File: config.mk
export PLATFORM = sky130hd
export DESIGN_NAME = fault_err_record
export DESIGN_NICKNAME = d
export VERILOG_FILES = /design/src/rtl/fer_pkg.sv /design/src/rtl/fer_ctrl.sv /design/src/rtl/fer_prio.sv /design/src/rtl/fer_record.sv /design/src/rtl/fault_err_record.sv
export SDC_FILE = /design/constraint.sdc
export NUM_CORES = 1
export LEC_CHECK = 0
export BUFFER_PORTS_ARGS = -buffer_cell sky130_fd_sc_hd__buf_2
export CAP_MARGIN = 10
export CORE_MARGIN = 10
export CORE_UTILIZATION = 29
export CTS_BUF_LIST = sky130_fd_sc_hd__clkbuf_2 sky130_fd_sc_hd__clkbuf_4 sky130_fd_sc_hd__clkbuf_8
export CTS_CLUSTER_SIZE = 24
export DETAILED_ROUTE_END_ITERATION = 6
export PLACE_DENSITY_LB_ADDON = 0.15
export SLEW_MARGIN = 20
export SYNTH_ARGS = -nofsm -noshare
export SYNTH_HDL_FRONTEND = slang
export SYNTH_SLANG_ARGS = --single-unit
File: constraint.sdc
create_clock -name clk -period 1.9 [get_ports clk]
set_clock_uncertainty 0.1 [all_clocks]
set_input_delay 0.19 -clock clk [delete_from_list [all_inputs] [get_ports clk]]
set_output_delay 0.19 -clock clk [all_outputs]
set_load 0.01 [all_outputs]
File: src/rtl/fer_pkg.sv
package fer_pkg;
  localparam int unsigned REG_W        = 64;
  localparam int unsigned CODE_W       = 5;
  localparam int unsigned SYN_W        = 8;
  localparam int unsigned CODE_BASE    = 4;

  localparam int unsigned CTL_ED_BIT   = 0;
  localparam int unsigned CTL_PAR_BIT  = 33;

  localparam int unsigned ST_VALID_BIT = 31;
  localparam int unsigned ST_OVF_BIT   = 30;
  localparam int unsigned ST_UE_BIT    = 29;
  localparam int unsigned ST_TYPE_LSB  = 24;
  localparam int unsigned ST_CODE_LSB  = 16;
  localparam int unsigned ST_SYN_LSB   = 0;

  localparam logic [SYN_W-1:0] SYN_FLOP_PARITY    = 8'h1A;
  localparam logic [1:0]       TYPE_UNCONTAINABLE = 2'b00;

  typedef enum logic {
    SEL_CTRL   = 1'b0,
    SEL_STATUS = 1'b1
  } reg_sel_e;

  typedef struct packed {
    logic              valid;
    logic              ovf;
    logic [CODE_W-1:0] code;
  } err_rec_t;
endpackage

File: src/rtl/fer_ctrl.sv
module fer_ctrl (
  input  logic clk,
  input  logic rst_n,
  input  logic wr_ctrl,
  input  logic ed_in,
  input  logic par_in,
  output logic ed_q,
  output logic par_q,
  output logic det_en
);
  always_ff @(posedge clk or negedge rst_n) begin
    if (!rst_n) begin
      ed_q  <= 1'b0;
      par_q <= 1'b0;
    end else if (wr_ctrl) begin
      ed_q  <= ed_in;
      par_q <= par_in;
    end
  end

  assign det_en = ed_q & par_q;
endmodule

File: src/rtl/fer_prio.sv
module fer_prio #(
  parameter int unsigned NUM_UNITS = 13,
  parameter int unsigned BASE      = 4,
  parameter int unsigned CW        = 5
) (
  input  logic [NUM_UNITS-1:0] flags,
  output logic                 any,
  output logic [CW-1:0]        code
);
  function automatic logic [NUM_UNITS-1:0] bit_mask(input int b);
    logic [NUM_UNITS-1:0] m;
    for (int i = 0; i < NUM_UNITS; i++) begin
      m[i] = (((i + BASE) >> b) % 2) == 1;
    end
    return m;
  endfunction

  logic [NUM_UNITS-1:0] lowest;

  assign any    = |flags;
  assign lowest = flags & (~flags + 1'b1);

  for (genvar b = 0; b < CW; b++) begin : g_code_bit
    localparam logic [NUM_UNITS-1:0] MASK = bit_mask(b);
    assign code[b] = |(lowest & MASK);
  end
endmodule

File: src/rtl/fer_record.sv
module fer_record
  import fer_pkg::*;
(
  input  logic              clk,
  input  logic              rst_n,
  input  logic              hit,
  input  logic [CODE_W-1:0] hit_code,
  input  logic              clr_all,
  input  logic              clr_ovf,
  output err_rec_t          rec
);
  err_rec_t nxt;
  logic     held;

  always_comb begin
    nxt      = rec;
    held     = rec.valid & ~clr_all;
    nxt.ovf  = rec.ovf & ~clr_ovf & ~clr_all;
    if (clr_all) begin
      nxt.valid = 1'b0;
      nxt.code  = '0;
    end
    if (hit) begin
      if (held) begin
        nxt.ovf = 1'b1;
      end else begin
        nxt.valid = 1'b1;
        nxt.ovf   = 1'b0;
        nxt.code  = hit_code;
      end
    end
  end

  always_ff @(posedge clk or negedge rst_n) begin
    if (!rst_n) rec <= '0;
    else        rec <= nxt;
  end
endmodule

File: src/rtl/fault_err_record.sv
module fault_err_record
  import fer_pkg::*;
#(
  parameter int unsigned NUM_UNITS = 13
) (
  input  logic                 clk,
  input  logic                 rst_n,
  input  logic [NUM_UNITS-1:0] unit_err,
  input  logic                 reg_wr,
  input  logic                 reg_sel,
  input  logic [REG_W-1:0]     reg_wdata,
  output logic [REG_W-1:0]     reg_rdata,
  output logic                 fault_irq
);
  logic              ed_q, par_q, det_en;
  logic              any_flag, hit;
  logic [CODE_W-1:0] prio_code;
  logic              wr_ctrl, wr_stat, clr_all, clr_ovf;
  err_rec_t          rec;
  logic [REG_W-1:0]  ctrl_word, status_word;

  assign wr_ctrl = reg_wr & (reg_sel == SEL_CTRL);
  assign wr_stat = reg_wr & (reg_sel == SEL_STATUS);
  assign clr_all = wr_stat & reg_wdata[ST_VALID_BIT];
  assign clr_ovf = wr_stat & reg_wdata[ST_OVF_BIT];

  fer_ctrl u_ctrl (
    .clk    (clk),
    .rst_n  (rst_n),
    .wr_ctrl(wr_ctrl),
    .ed_in  (reg_wdata[CTL_ED_BIT]),
    .par_in (reg_wdata[CTL_PAR_BIT]),
    .ed_q   (ed_q),
    .par_q  (par_q),
    .det_en (det_en)
  );

  fer_prio #(
    .NUM_UNITS(NUM_UNITS),
    .BASE     (CODE_BASE),
    .CW       (CODE_W)
  ) u_prio (
    .flags(unit_err),
    .any  (any_flag),
    .code (prio_code)
  );

  assign hit = det_en & any_flag;

  fer_record u_rec (
    .clk     (clk),
    .rst_n   (rst_n),
    .hit     (hit),
    .hit_code(prio_code),
    .clr_all (clr_all),
    .clr_ovf (clr_ovf),
    .rec     (rec)
  );

  always_comb begin
    ctrl_word              = '0;
    ctrl_word[CTL_ED_BIT]  = ed_q;
    ctrl_word[CTL_PAR_BIT] = par_q;

    status_word = '0;
    if (rec.valid) begin
      status_word[ST_VALID_BIT]                   = 1'b1;
      status_word[ST_OVF_BIT]                     = rec.ovf;
      status_word[ST_UE_BIT]                      = 1'b1;
      status_word[ST_TYPE_LSB +: 2]               = TYPE_UNCONTAINABLE;
      status_word[ST_CODE_LSB +: CODE_W]          = rec.code;
      status_word[ST_SYN_LSB +: SYN_W]            = SYN_FLOP_PARITY;
    end
  end

  assign reg_rdata = (reg_sel == SEL_STATUS) ? status_word : ctrl_word;
  assign fault_irq = rec.valid;
endmodule

Word-level counts from Yosys, hierarchy flattened
Cells that the tools add are included.
{"block": "classes", "addsub": 1, "mux": 10, "n_bitwise": 14, "n_reduce_logical": 5}
{"op": "two-way mux 34 bit", "count": 1}
{"op": "two-way mux 5 bit", "count": 4}
{"op": "OR reduction 8 bit", "count": 2}
{"op": "adder 13 x 1 -> 13 bit, second input constant", "count": 1}
{"op": "AND 13 bit", "count": 1}
{"op": "inverter 13 bit", "count": 1}
{"op": "OR reduction 13 bit", "count": 1}
{"op": "OR reduction 6 bit", "count": 2}
{"op": "AND 1 bit", "count": 9}
{"op": "two-way mux 7 bit", "count": 1}
{"op": "two-way mux 1 bit", "count": 3}
{"op": "two-way mux 3 bit", "count": 1}
{"op": "inverter 1 bit", "count": 3}
{"block": "word_totals", "register_bits": 9, "input_bits": 81, "out_inout_bits": 65, "wordCells": 35}

Logic depth before layout (Yosys ltp)
Gate-level depths: netlist of run 1.
{"block": "depth", "ltp_word": 6, "depth_mapped": 4, "ltp_nobuf": 4}

Cells and area by module
Synthesis of run 1 repeated with hierarchy kept, for this count alone.
{"block": "hier_totals", "hier_cells": 125, "area_unflattened_um2": 1042.2}
{"module": "fault_err_record", "instances": 1, "cells_per_inst": 70, "area_each_um2": 508.0}
{"module": "fer_record", "instances": 1, "cells_per_inst": 28, "area_each_um2": 312.8}
{"module": "fer_prio", "instances": 1, "cells_per_inst": 22, "area_each_um2": 142.6}
{"module": "fer_ctrl", "instances": 1, "cells_per_inst": 5, "area_each_um2": 78.8}

Least setup slack after synthesis of run 1
Ideal clock, no wire load.
{"block": "synth_timing", "kind": "in2reg", "from": "input port unit_err[1]", "to": "register, netlist name u_rec.rec[5]", "setup_ps": 78, "arrival_ps": 1523, "t_required_ps": 1722, "slack_ps": 200, "cell_stages": 4, "cell_sequence": "or4_4 o41ai_4 or2b_2 a21boi_1"}
{"item": "start: declaration", "line": "fault_err_record.sv:8", "source": "input logic [NUM_UNITS-1:0] unit_err,"}

==> summary.txt, run 1 <==
Floorplan
  – Initial Utilization: a little under a third
  – Num ports: between 100 and 150
  – Die footprint: ~6300 µm²
  – Die height: 79.30 µm
  – Core area: 3363 µm²
  – Die width: ~79 µm
  – Cell Rows: 21

Routing
  – M1 WL: 1129 µm
  – Initial DRC count: 40
  – Final Routed Wirelength: 2596 µm
  – WL met3: 340 µm
  – Drt wl/cell: roughly 13 µm
  – Drt via density: 3.892
  – Vias: 790
  – Pre-antenna DRT Iters: 4
  – Post-route ant nets: 0
  – DRC: 0
  – Top Metal Used: met3
  – WL met2: about 1100 µm

Power and ir drop
  – P_int: 0.0004368 W
  – Sequential share of power: roughly 36%
  – VDD IR-drop max: between 150 and 200 µV
  – P_leak: between 0.6 and 0.7 nW
  – Clock network power share: 22.8%
  – Comb power frac: between 40% and 50%
  – Sw Pwr: around 0.00026 W
  – PD cells: roughly 630 nW/µm²
  – Switching portion of total power: about 37%
  – Design Power: around 0.00069 W

STA
  – Slew @ Worst Pin: 0.4875 ns
  – Setup slack after layout: 0.3306 ns
  – Fin crit share: 82.60%
  – Minimum clock period: 1.569 ns
  – Final hold violations: 0
  – Final setup viols: 0
  – Headroom to the max-slew limit: about two thirds
  – Slew Limit Fails: 0
  – Max Fclk: about 0.64 GHz
  – Setup TNS Final: 0 ns
  – RSZ-0062 raised after global routing: no

Yosys
  – Number of flops mapped to enable cells by yosys: 0
  – Cell taking the most area after synthesis: buf_4
  – Async set-reset flop share out of synthesis: 100.0%
  – Mean Syn Cell Area: approximately 8.5 µm²
  – Top post-synthesis cells by count: 55 x buf_4, 9 x dfrtp_1, 6 x and3_1, 6 x o211ai_1, 5 x nor2b_1
  – Netlist cell types: 28
  – Synth top area share: 40.49%
  – Largest cells by area after synthesis: buf_4 40%, dfrtp_1 22%, o211ai_1 4.4%
  – Yosys warnings: 0
  – Sequential area share after synthesis: roughly 22%
  – Count leader, synth: buf_4
  – Post-Syn Area: just over 1000 µm²
  – Main synth FF type: dfrtp_1
  – #FFs+latches synth: 9
  – Cell count after synthesis: between 100 and 150

Clock network
  – Latest clock arrival within the worst-skew pair: approximately 0.25 ns
  – Post_cts resized: 0
  – Root Buffer: clkbuf_4
  – Max H-tree Level: 1
  – Reg clk slew, reported paths: about 0.06 ns
  – Clock tree sinks: 9
  – CTS Buf Count: 3
  – CTS tree: yes
  – Clock buffer depth: 2

Global routing
  – Initial antenna violation count: 0
  – Vias in the first global route: a little under 900
  – First-pass GRT wire length: 3974 µm
  – Tot GR Track Use: about 7.6%
  – GR Overflow Total: 0
  – Largest net degree at the start of global routing: 14

Setup path
  – Startpoint class of the critical path: flip-flop
  – R2r setup slk: about 0.33 ns
  – Required time worst endpoint: between 1.5 and 2 ns
  – Arrival time worst endpoint: ~1.6 ns
  – Worst R2R Path Depth: 4
  – Crit path capture type: flip-flop
  – Reg2reg end: u_rec.rec[1]
  – Critical setup path kind: reg -> reg
  – RR Startpoint: u_ctrl.ed_q
  – Max Fanout on Critical Path: 5

Min path
  – Hold path depth: 2
  – Hold Path End: u_rec.rec[1]
  – Hold Crit Start: unit_err[0]
  – Hold WC Path Type: in -> reg

Layout
  – Antenna Diode Count: 0
  – Area grow syn2layout: 7.117%
  – Fin util: roughly a third
  – Final #Nets: ~240
  – Layout cells sized above 1: a little under a third

Flow run
  – Max-Cap Viols: 0

Placed design
  – Pre-CTS WS: 0.08974 ns
  – Buffers on Ports: 34
  – RD Place Congestion: about 0.75
  – Hpwl dp: around 2300 µm

Outcome
  – Status: finished, final reports clean
[final cells by class]
type | instances | area (µm²)
Fill cell | 391 | 2271
Multi-Input combinational cell | 102 | 554.3
Sequential cell | 9 | 225.2
Timing Repair Buffer | 40 | 217.7
Tap cell | 46 | 57.56
Clock buffer | 4 | 30.03
Inverter | 2 | 7.507
[power by group through the flow]
stage	logic, W	clock network [W]	registers, W
after floorplan	0.000261	0	0.000254
after global placement	0.000280	0	0.000252
after detailed placement	0.000282	0	0.000252
after CTS	0.000285	0.000164	0.000248
after global routing	0.000321	0.000177	0.000253
final	0.000287	0.000158	0.000248
[how the worst max path moves through the flow]
stage,from,end,slack (ns),cells after the start
final,u_ctrl.ed_q,u_rec.rec[1],0.33,4
after global routing,u_ctrl.ed_q,u_rec.rec[1],0.28,4
after CTS,u_ctrl.ed_q,u_rec.rec[1],0.32,4
after detailed placement,unit_err[0],u_rec.rec[5],0.09,5
after global placement,unit_err[0],u_rec.rec[1],0.09,6
after floorplan,unit_err[1],u_rec.rec[5],0.20,4
[metrics by stage]
stage,instance area [µm²],hold slack (ns),std cells
2_1_floorplan,1207,-0.2056,170
3_3_place_gp,1052,-0.04481,198
3_5_place_dp,1052,-0.04363,198
4_1_cts,1092,0.06220,203
5_1_grt,1092,0.05592,203
6_report,1092,0.06911,203
[state kept, by name (all words and copies together), names as in the netlist]
signal	flops
u_rec.rec	7
u_ctrl.ed_q	1
u_ctrl.par_q	1
[cell families (layout without fill, tap and decap cells)]
logic type | count (synthesis) | count (layout) | synth area share [%]
other | 1 | 51 | 0.3677
AO/OA/AOI/OAI | 22 | 22 | 17.30
AND/OR/NAND/NOR | 27 | 27 | 16.07
multiplexers | 2 | 2 | 2.208
flip-flops | 9 | 9 | 22.09
buffers and inverters | 59 | 46 | 41.96
[timing repair]
action / 4_1_cts / 5_1_grt
hold endpoints to repair: 9 / 0
setup buffers: 0 / 0
hold buffers: 1 / 0
[per-layer routing]
metal  GRT usage (%)  vias up
li1                -      389
met1           8.408      347
met2           11.66       54
met3           5.180        0
met4           2.151        0
met5               0        -
[cells in the final DEF (no fill, tap or decap), types with 2 or more instances in the layout]
cell / n
and3_1: 6
nor2_1: 3
buf_2: 34
nor4_1: 2
inv_1: 2
o21ai_0: 3
nand2_1: 4
buf_4: 5
or4_4: 2
nor2b_1: 5
mux2_2: 2
a21oi_1: 2
dfrtp_1: 9
conb_1: 51
o211ai_1: 6
and2_1: 2
clkbuf_4: 4
o21ai_1: 2
o41ai_1: 2
[critical path: stages, from the launching register on]
cell,delay [ns]
dfrtp_1,0.37
and2_1,0.22
o41ai_4,0.12
or2b_2,0.35
o41ai_1,0.31
Power figures use the tool's default switching activity.
==> run 2: changes to the inputs <==
==> constraint.sdc (replaced) <==
create_clock -name clk -period 1.6 [get_ports clk]
set_clock_uncertainty 0.1 [all_clocks]
set_input_delay 0.16 -clock clk [delete_from_list [all_inputs] [get_ports clk]]
set_output_delay 0.16 -clock clk [all_outputs]
set_load 0.01 [all_outputs]
==> summary.txt, run 2 (synthesis results as in run 1) <==
Setup path
  – Arrival time worst endpoint: 1.57 ns (-0.05 ns)
  – CP max stage delay: 0.56 ns (+0.19 ns)
  – Crit path capture type: flip-flop
  – Critical setup path kind: in -> reg
  – Crit path cell chain: buf_2 > or4_4 > o41ai_4 > buf_4 > o211ai_1 > o41ai_2
  – Bufs and invs on worst path: 2 (+2)
  – Slowest CP cell: or4_4
  – Startpoint class of the critical path: primary input
  – Max Fanout on Critical Path: 4 (-1)
  – Required time worst endpoint: 1.66 ns (-0.29 ns)
  – CP top delay family: simple AND/OR/NAND/NOR gates

Power and ir drop
  – PD cells: 691.0 nW/µm² (+9.0%)
  – P_leak: 0.7020 nW (+16%)
  – Design Power: 0.0008586 W (+24%)
  – VDD IR-drop max: 214.0 µV (+38%)

Layout
  – Layout cells sized above 1: 39.77% (+7.9 points)
  – Register area: 225.2 µm² (unchanged)
  – Biggest regs: u_rec.rec x7, u_ctrl.ed_q x1, u_ctrl.par_q x1
  – Final #Nets: 258 (+7.9%)
  – Commonest non-fill, non-tap cells in the layout: 51 x conb_1, 34 x buf_2, 24 x buf_4
  – Largest Register: u_rec.rec
  – Multi-input logic area: 561.8 µm² (+1.4%)
  – Area grow syn2layout: 21.84%
  – Antenna Diode Count: 0 (unchanged)
  – Commonest non-fill, non-tap cell in the layout: conb_1
  – Largest register FFs: 7 (unchanged)
  – Fillcell total: 392 (+0.26%)

Placed design
  – Pre-CTS WS: -0.1903 ns (-0.2800 ns)
  – Hpwl dp: 2387 µm (+3.8%)
  – Buffers on Ports: 34 (unchanged)
  – RD Place Congestion: 0.7636 (+2.4%)

Floorplan
  – Initial Utilization: 30.32% (unchanged)
  – Cell Rows: 21 (unchanged)
  – Core area: 3363 µm² (unchanged)
  – Num ports: 146 (unchanged)
  – Die width: 79.30 µm (unchanged)
  – Die footprint: 6288 µm² (unchanged)
  – Die height: 79.30 µm (unchanged)

Global routing
  – First-pass GRT wire length: 4243 µm (+6.8%)
  – Initial antenna violation count: 0 (unchanged)
  – Vias in the first global route: 968 (+11%)
  – Tot GR Track Use: 7.910% (+0.28 points)
  – Largest net degree at the start of global routing: 14 (unchanged)
  – GR Overflow Total: 0 (unchanged)

STA
  – Final hold violations: 0 (unchanged)
  – Max Fclk: approximately 0.66 GHz
  – Fin crit share: a little over nine tenths
  – Minimum clock period: around 1.5 ns
  – Final setup viols: 0 (unchanged)
  – Slew Limit Fails: 0 (unchanged)
  – Setup slack after layout: 0.08752 ns (-0.2430 ns)
  – RSZ-0062 raised after global routing: no

Clock network
  – Clock buffer depth: 2 (unchanged)
  – Max H-tree Level: 1 (unchanged)
  – Root Buffer: clkbuf_4
  – CTS tree: yes
  – Clock tree sinks: 9 (unchanged)
  – Post-CTS Setup Bufs: 0 (unchanged)
  – CTS Buf Count: 3 (unchanged)
  – Latest clock arrival within the worst-skew pair: 0.25 ns (about the same)
  – Reg clk slew, reported paths: 0.06 ns (about the same)

Routing
  – Drt via density: 3.869 (-0.57%)
  – Post-route ant nets: 0 (unchanged)
  – Pre-antenna DRT Iters: 4 (unchanged)
  – Vias: 859 (+8.7%)
  – DRC: 0 (unchanged)
  – Drt wl/cell: 11.92 µm (-6.8%)
  – Final Routed Wirelength: 2646 µm (+1.9%)
  – Initial DRC count: 39 (-2.5%)

Outcome
  – Status: finished, final reports clean

Min path
  – Hold WC Path Type: in -> reg

Flow run
  – Max-Cap Viols: 0 (unchanged)
[run 2: worst paths after layout]
kind / depth (start not counted) / slack, ns / start / end
min in group asynchronous: 2 / 0.19 / rst_n / u_rec.rec[5]
max in group asynchronous: 2 / 1.02 / rst_n / u_ctrl.ed_q
setup / recovery: 6 / 0.09 / unit_err[1] / u_rec.rec[1]
hold / removal: 2 / 0.04 / reg_wdata[33] / u_ctrl.par_q
hold reg to reg: 2 / 0.42 / u_rec.rec[6] / u_rec.rec[6]
setup reg to reg: 4 / 0.12 / u_ctrl.par_q / u_rec.rec[1]
[run 2: layout make-up]
type / count / share of cell area, %
flip-flops and latches: 9 / 18.13
multi-input cells: 102 / 45.22
well taps: 46 / 4.632
clock buffers: 4 / 2.417
repair buffers: 59 / 29.00
inverters: 2 / 0.6042
[run 2: through the flow]
step           hold slack, ns  instances  cell area, µm²  utilization [%]  setup TNS, ns
3_3_place_gp         -0.07782        217            1195            35.53        -0.8235
2_1_floorplan         -0.2356        170            1207                -        -0.2689
3_5_place_dp         -0.07863        217            1195            35.53        -0.9553
5_1_grt               0.03948        222            1242            36.94              0
4_1_cts               0.03982        222            1235            36.72              0
6_report              0.04498        222            1242            36.94              0
[run 2: what timing repair did]
item                                    in CTS  in global routing
endpoints found under the hold margin        9                  0
hold buffers                                 1                  0
resized for setup                            0                  1
endpoints found under the setup margin       0                  1
[run 2: metal layers]
| layer | GRT usage (%) | up-vias | share of wire (%) |
|---|---|---|---|
| li1 | - | 425 | - |
| met1 | 9.891 | 381 | 47 |
| met2 | 11.75 | 53 | 42 |
| met3 | 4.505 | 0 | 10 |
| met4 | 1.075 | 0 | 0 |
| met5 | 0 | - | 0 |
[run 2: where the power goes]
group | switching [W] | total, W | internal [W]
Sequential | 0.0000202 | 0.000294 | 0.000273
Combinational | 0.000216 | 0.000381 | 0.000165
Clock | 0.0000711 | 0.000184 | 0.000113
==> run 3: changes to the inputs <==
==> constraint.sdc (replaced) <==
create_clock -name clk -period 1.6 [get_ports clk]
set_clock_uncertainty 0.1 [all_clocks]
set_input_delay 0.24 -clock clk [delete_from_list [all_inputs] [get_ports clk]]
set_output_delay 0.24 -clock clk [all_outputs]
set_load 0.01 [all_outputs]
==> summary.txt, run 3 (synthesis results as in run 1) <==
Outcome
  – Status: finished, final reports clean

Floorplan
  – Initial Utilization: 30.32% (unchanged)
  – Die width: 79.30 µm (unchanged)
  – Die footprint: 6288 µm² (unchanged)
  – Cell Rows: 21 (unchanged)
  – Die height: 79.30 µm (unchanged)
  – Core area: 3363 µm² (unchanged)
  – Num ports: 146 (unchanged)

Placed design
  – Cell Area, Placed: 1187 µm² (-0.63%)
  – RD Place Congestion: 0.7578 (-0.76%)
  – Buffers on Ports: 34 (unchanged)
  – Hpwl dp: 2413 µm (+1.1%)
  – Cells after DPL: 216 (-0.46%)

Layout
  – Commonest non-fill, non-tap cells in the layout: 51 x conb_1, 34 x buf_2, 23 x buf_4
  – Final #Nets: 257 (-0.39%)
  – Non-Filler Instances: 221 (-0.45%)
  – Largest Register: u_rec.rec
  – Finished Cell Area: 1235 µm² (-0.60%)
  – Largest register FFs: 7 (unchanged)
  – Biggest regs: u_rec.rec x7, u_ctrl.ed_q x1, u_ctrl.par_q x1
  – Area grow syn2layout: 21.10%
  – Commonest non-fill, non-tap cell in the layout: conb_1
  – Layout cells sized above 1: 39.43% (-0.34 points)
  – Fin util: 36.72% (-0.22 points)
  – Antenna Diode Count: 0 (unchanged)

STA
  – Max Fclk: 0.6372 GHz (-3.6%)
  – Slew Limit Fails: 0 (unchanged)
  – Final setup viols: 0 (unchanged)
  – Worst hold-check slack: 0.1227 ns (+0.07772 ns)
  – RSZ-0062 raised after global routing: yes
  – Final hold violations: 0 (unchanged)
  – Fin crit share: 98.09% (+3.6 points)
  – Minimum clock period: 1.569 ns (+0.05697 ns)
  – Setup TNS Final: 0 ns (unchanged)

Routing
  – Post-route ant nets: 0 (unchanged)
  – Initial DRC count: 18 (-54%)
  – DRC: 0 (unchanged)
  – Pre-antenna DRT Iters: 4 (unchanged)
  – Final Routed Wirelength: 2683 µm (+1.4%)
  – Vias: 851 (-0.93%)
  – Drt via density: 3.851 (-0.48%)
  – Drt wl/cell: 12.14 µm (+1.9%)

Setup path
  – Max Fanout on Critical Path: 4 (unchanged)
  – RR Startpoint: u_ctrl.par_q
  – Required time worst endpoint: 1.66 ns (about the same)
  – Setup crit start: unit_err[1]
  – Critical setup path kind: in -> reg
  – Arrival time worst endpoint: 1.63 ns (+0.06 ns)
  – Crit path capture type: flip-flop
  – Startpoint class of the critical path: primary input

Global routing
  – GR Overflow Total: 0 (unchanged)
  – Largest net degree at the start of global routing: 14 (unchanged)
  – Vias in the first global route: 979 (+1.1%)
  – Tot GR Track Use: 8.119% (+0.21 points)
  – First-pass GRT wire length: 4353 µm (+2.6%)
  – Initial antenna violation count: 0 (unchanged)

Min path
  – Hold Crit Start: reg_wdata[33]
  – Hold WC Path Type: in -> reg

Clock network
  – Root Buffer: clkbuf_4
  – CTS Buf Count: 3 (unchanged)
  – Latest clock arrival within the worst-skew pair: 0.25 ns (about the same)
  – Clock buffer depth: 2 (unchanged)
  – CTS tree: yes
  – Post-CTS Setup Bufs: 0 (unchanged)
  – Max H-tree Level: 1 (unchanged)
  – Clock tree sinks: 9 (unchanged)
  – Reg clk slew, reported paths: 0.06 ns (about the same)

Power and ir drop
  – P_leak: 0.6971 nW (-0.68%)
  – VDD IR-drop max: 207.1 µV (-3.3%)
  – PD cells: 695.9 nW/µm² (+0.71%)

Flow run
  – Max-Cap Viols: 0 (unchanged)
[run 3: changes by cell type in the layout (fill, tap and decap cells not counted), sizes merged]
cell / change
buf: -1
[run 3: final timing paths]
path                            depth (start not counted)  slack, ns           end
worst max-delay path                                    6       0.03  u_rec.rec[1]
worst min-delay path                                    2       0.12  u_ctrl.par_q
worst max register to register                          4       0.11  u_rec.rec[1]
worst min register to register                          2       0.41  u_rec.rec[6]
max in group asynchronous                               2       0.95  u_rec.rec[6]
min in group asynchronous                               2       0.27  u_rec.rec[5]
[run 3: timing repair]
| item | CTS | global route |
|---|---|---|
| hold buffers | 1 | 0 |
| setup endpoints to repair | 0 | 1 |
| endpoints found under the hold margin | 9 | 0 |
| gates resized for setup | 0 | 1 |
[run 3: final cells by class]
| cell class | instances | area (µm²) |
|---|---|---|
| fill | 376 | 2128 |
| timing repair buffer | 58 | 352.8 |
| inverter | 2 | 7.507 |
| clock buffer | 4 | 30.03 |
| sequential | 9 | 225.2 |
| tap | 46 | 57.56 |
| multi-input combinational | 102 | 561.8 |
[run 3: layer usage]
| layer | routed length, µm | GRT usage, % | vias up | share of wire [%] |
|---|---|---|---|---|
| met2 | 1161 | 13.05 | 53 | 43 |
| met3 | 244 | 4.054 | 2 | 9.1 |
| met5 | 0 | 0 | - | 0 |
| li1 | - | - | 423 | - |
| met4 | 10 | 1.613 | 0 | 0.37 |
| met1 | 1266 | 9.512 | 373 | 47 |
[run 3: critical path: stages]
cell and delay (ns):
buf_2 0.10, or4_4 0.55, o41ai_4 0.38, buf_4 0.19
o211ai_1 0.10, o41ai_2 0.06
[run 3: through the flow]
| stage | worst slack (ns) | power [W] |
|---|---|---|
| floorplan | -0.1503 | 0.0006108 |
| global placement | -0.2452 | 0.0006657 |
| detailed placement | -0.2430 | 0.0006710 |
| CTS | 0.01715 | 0.0008643 |
| global route | -0.009427 | 0.0009348 |
| finish | 0.03055 | 0.0008594 |
[run 3: power breakdown]
group / switching, W / internal, W
clock: 0.0000719 / 0.000113
combinational: 0.000217 / 0.000164
sequential: 0.0000203 / 0.000274
total: 0.000310 / 0.000550
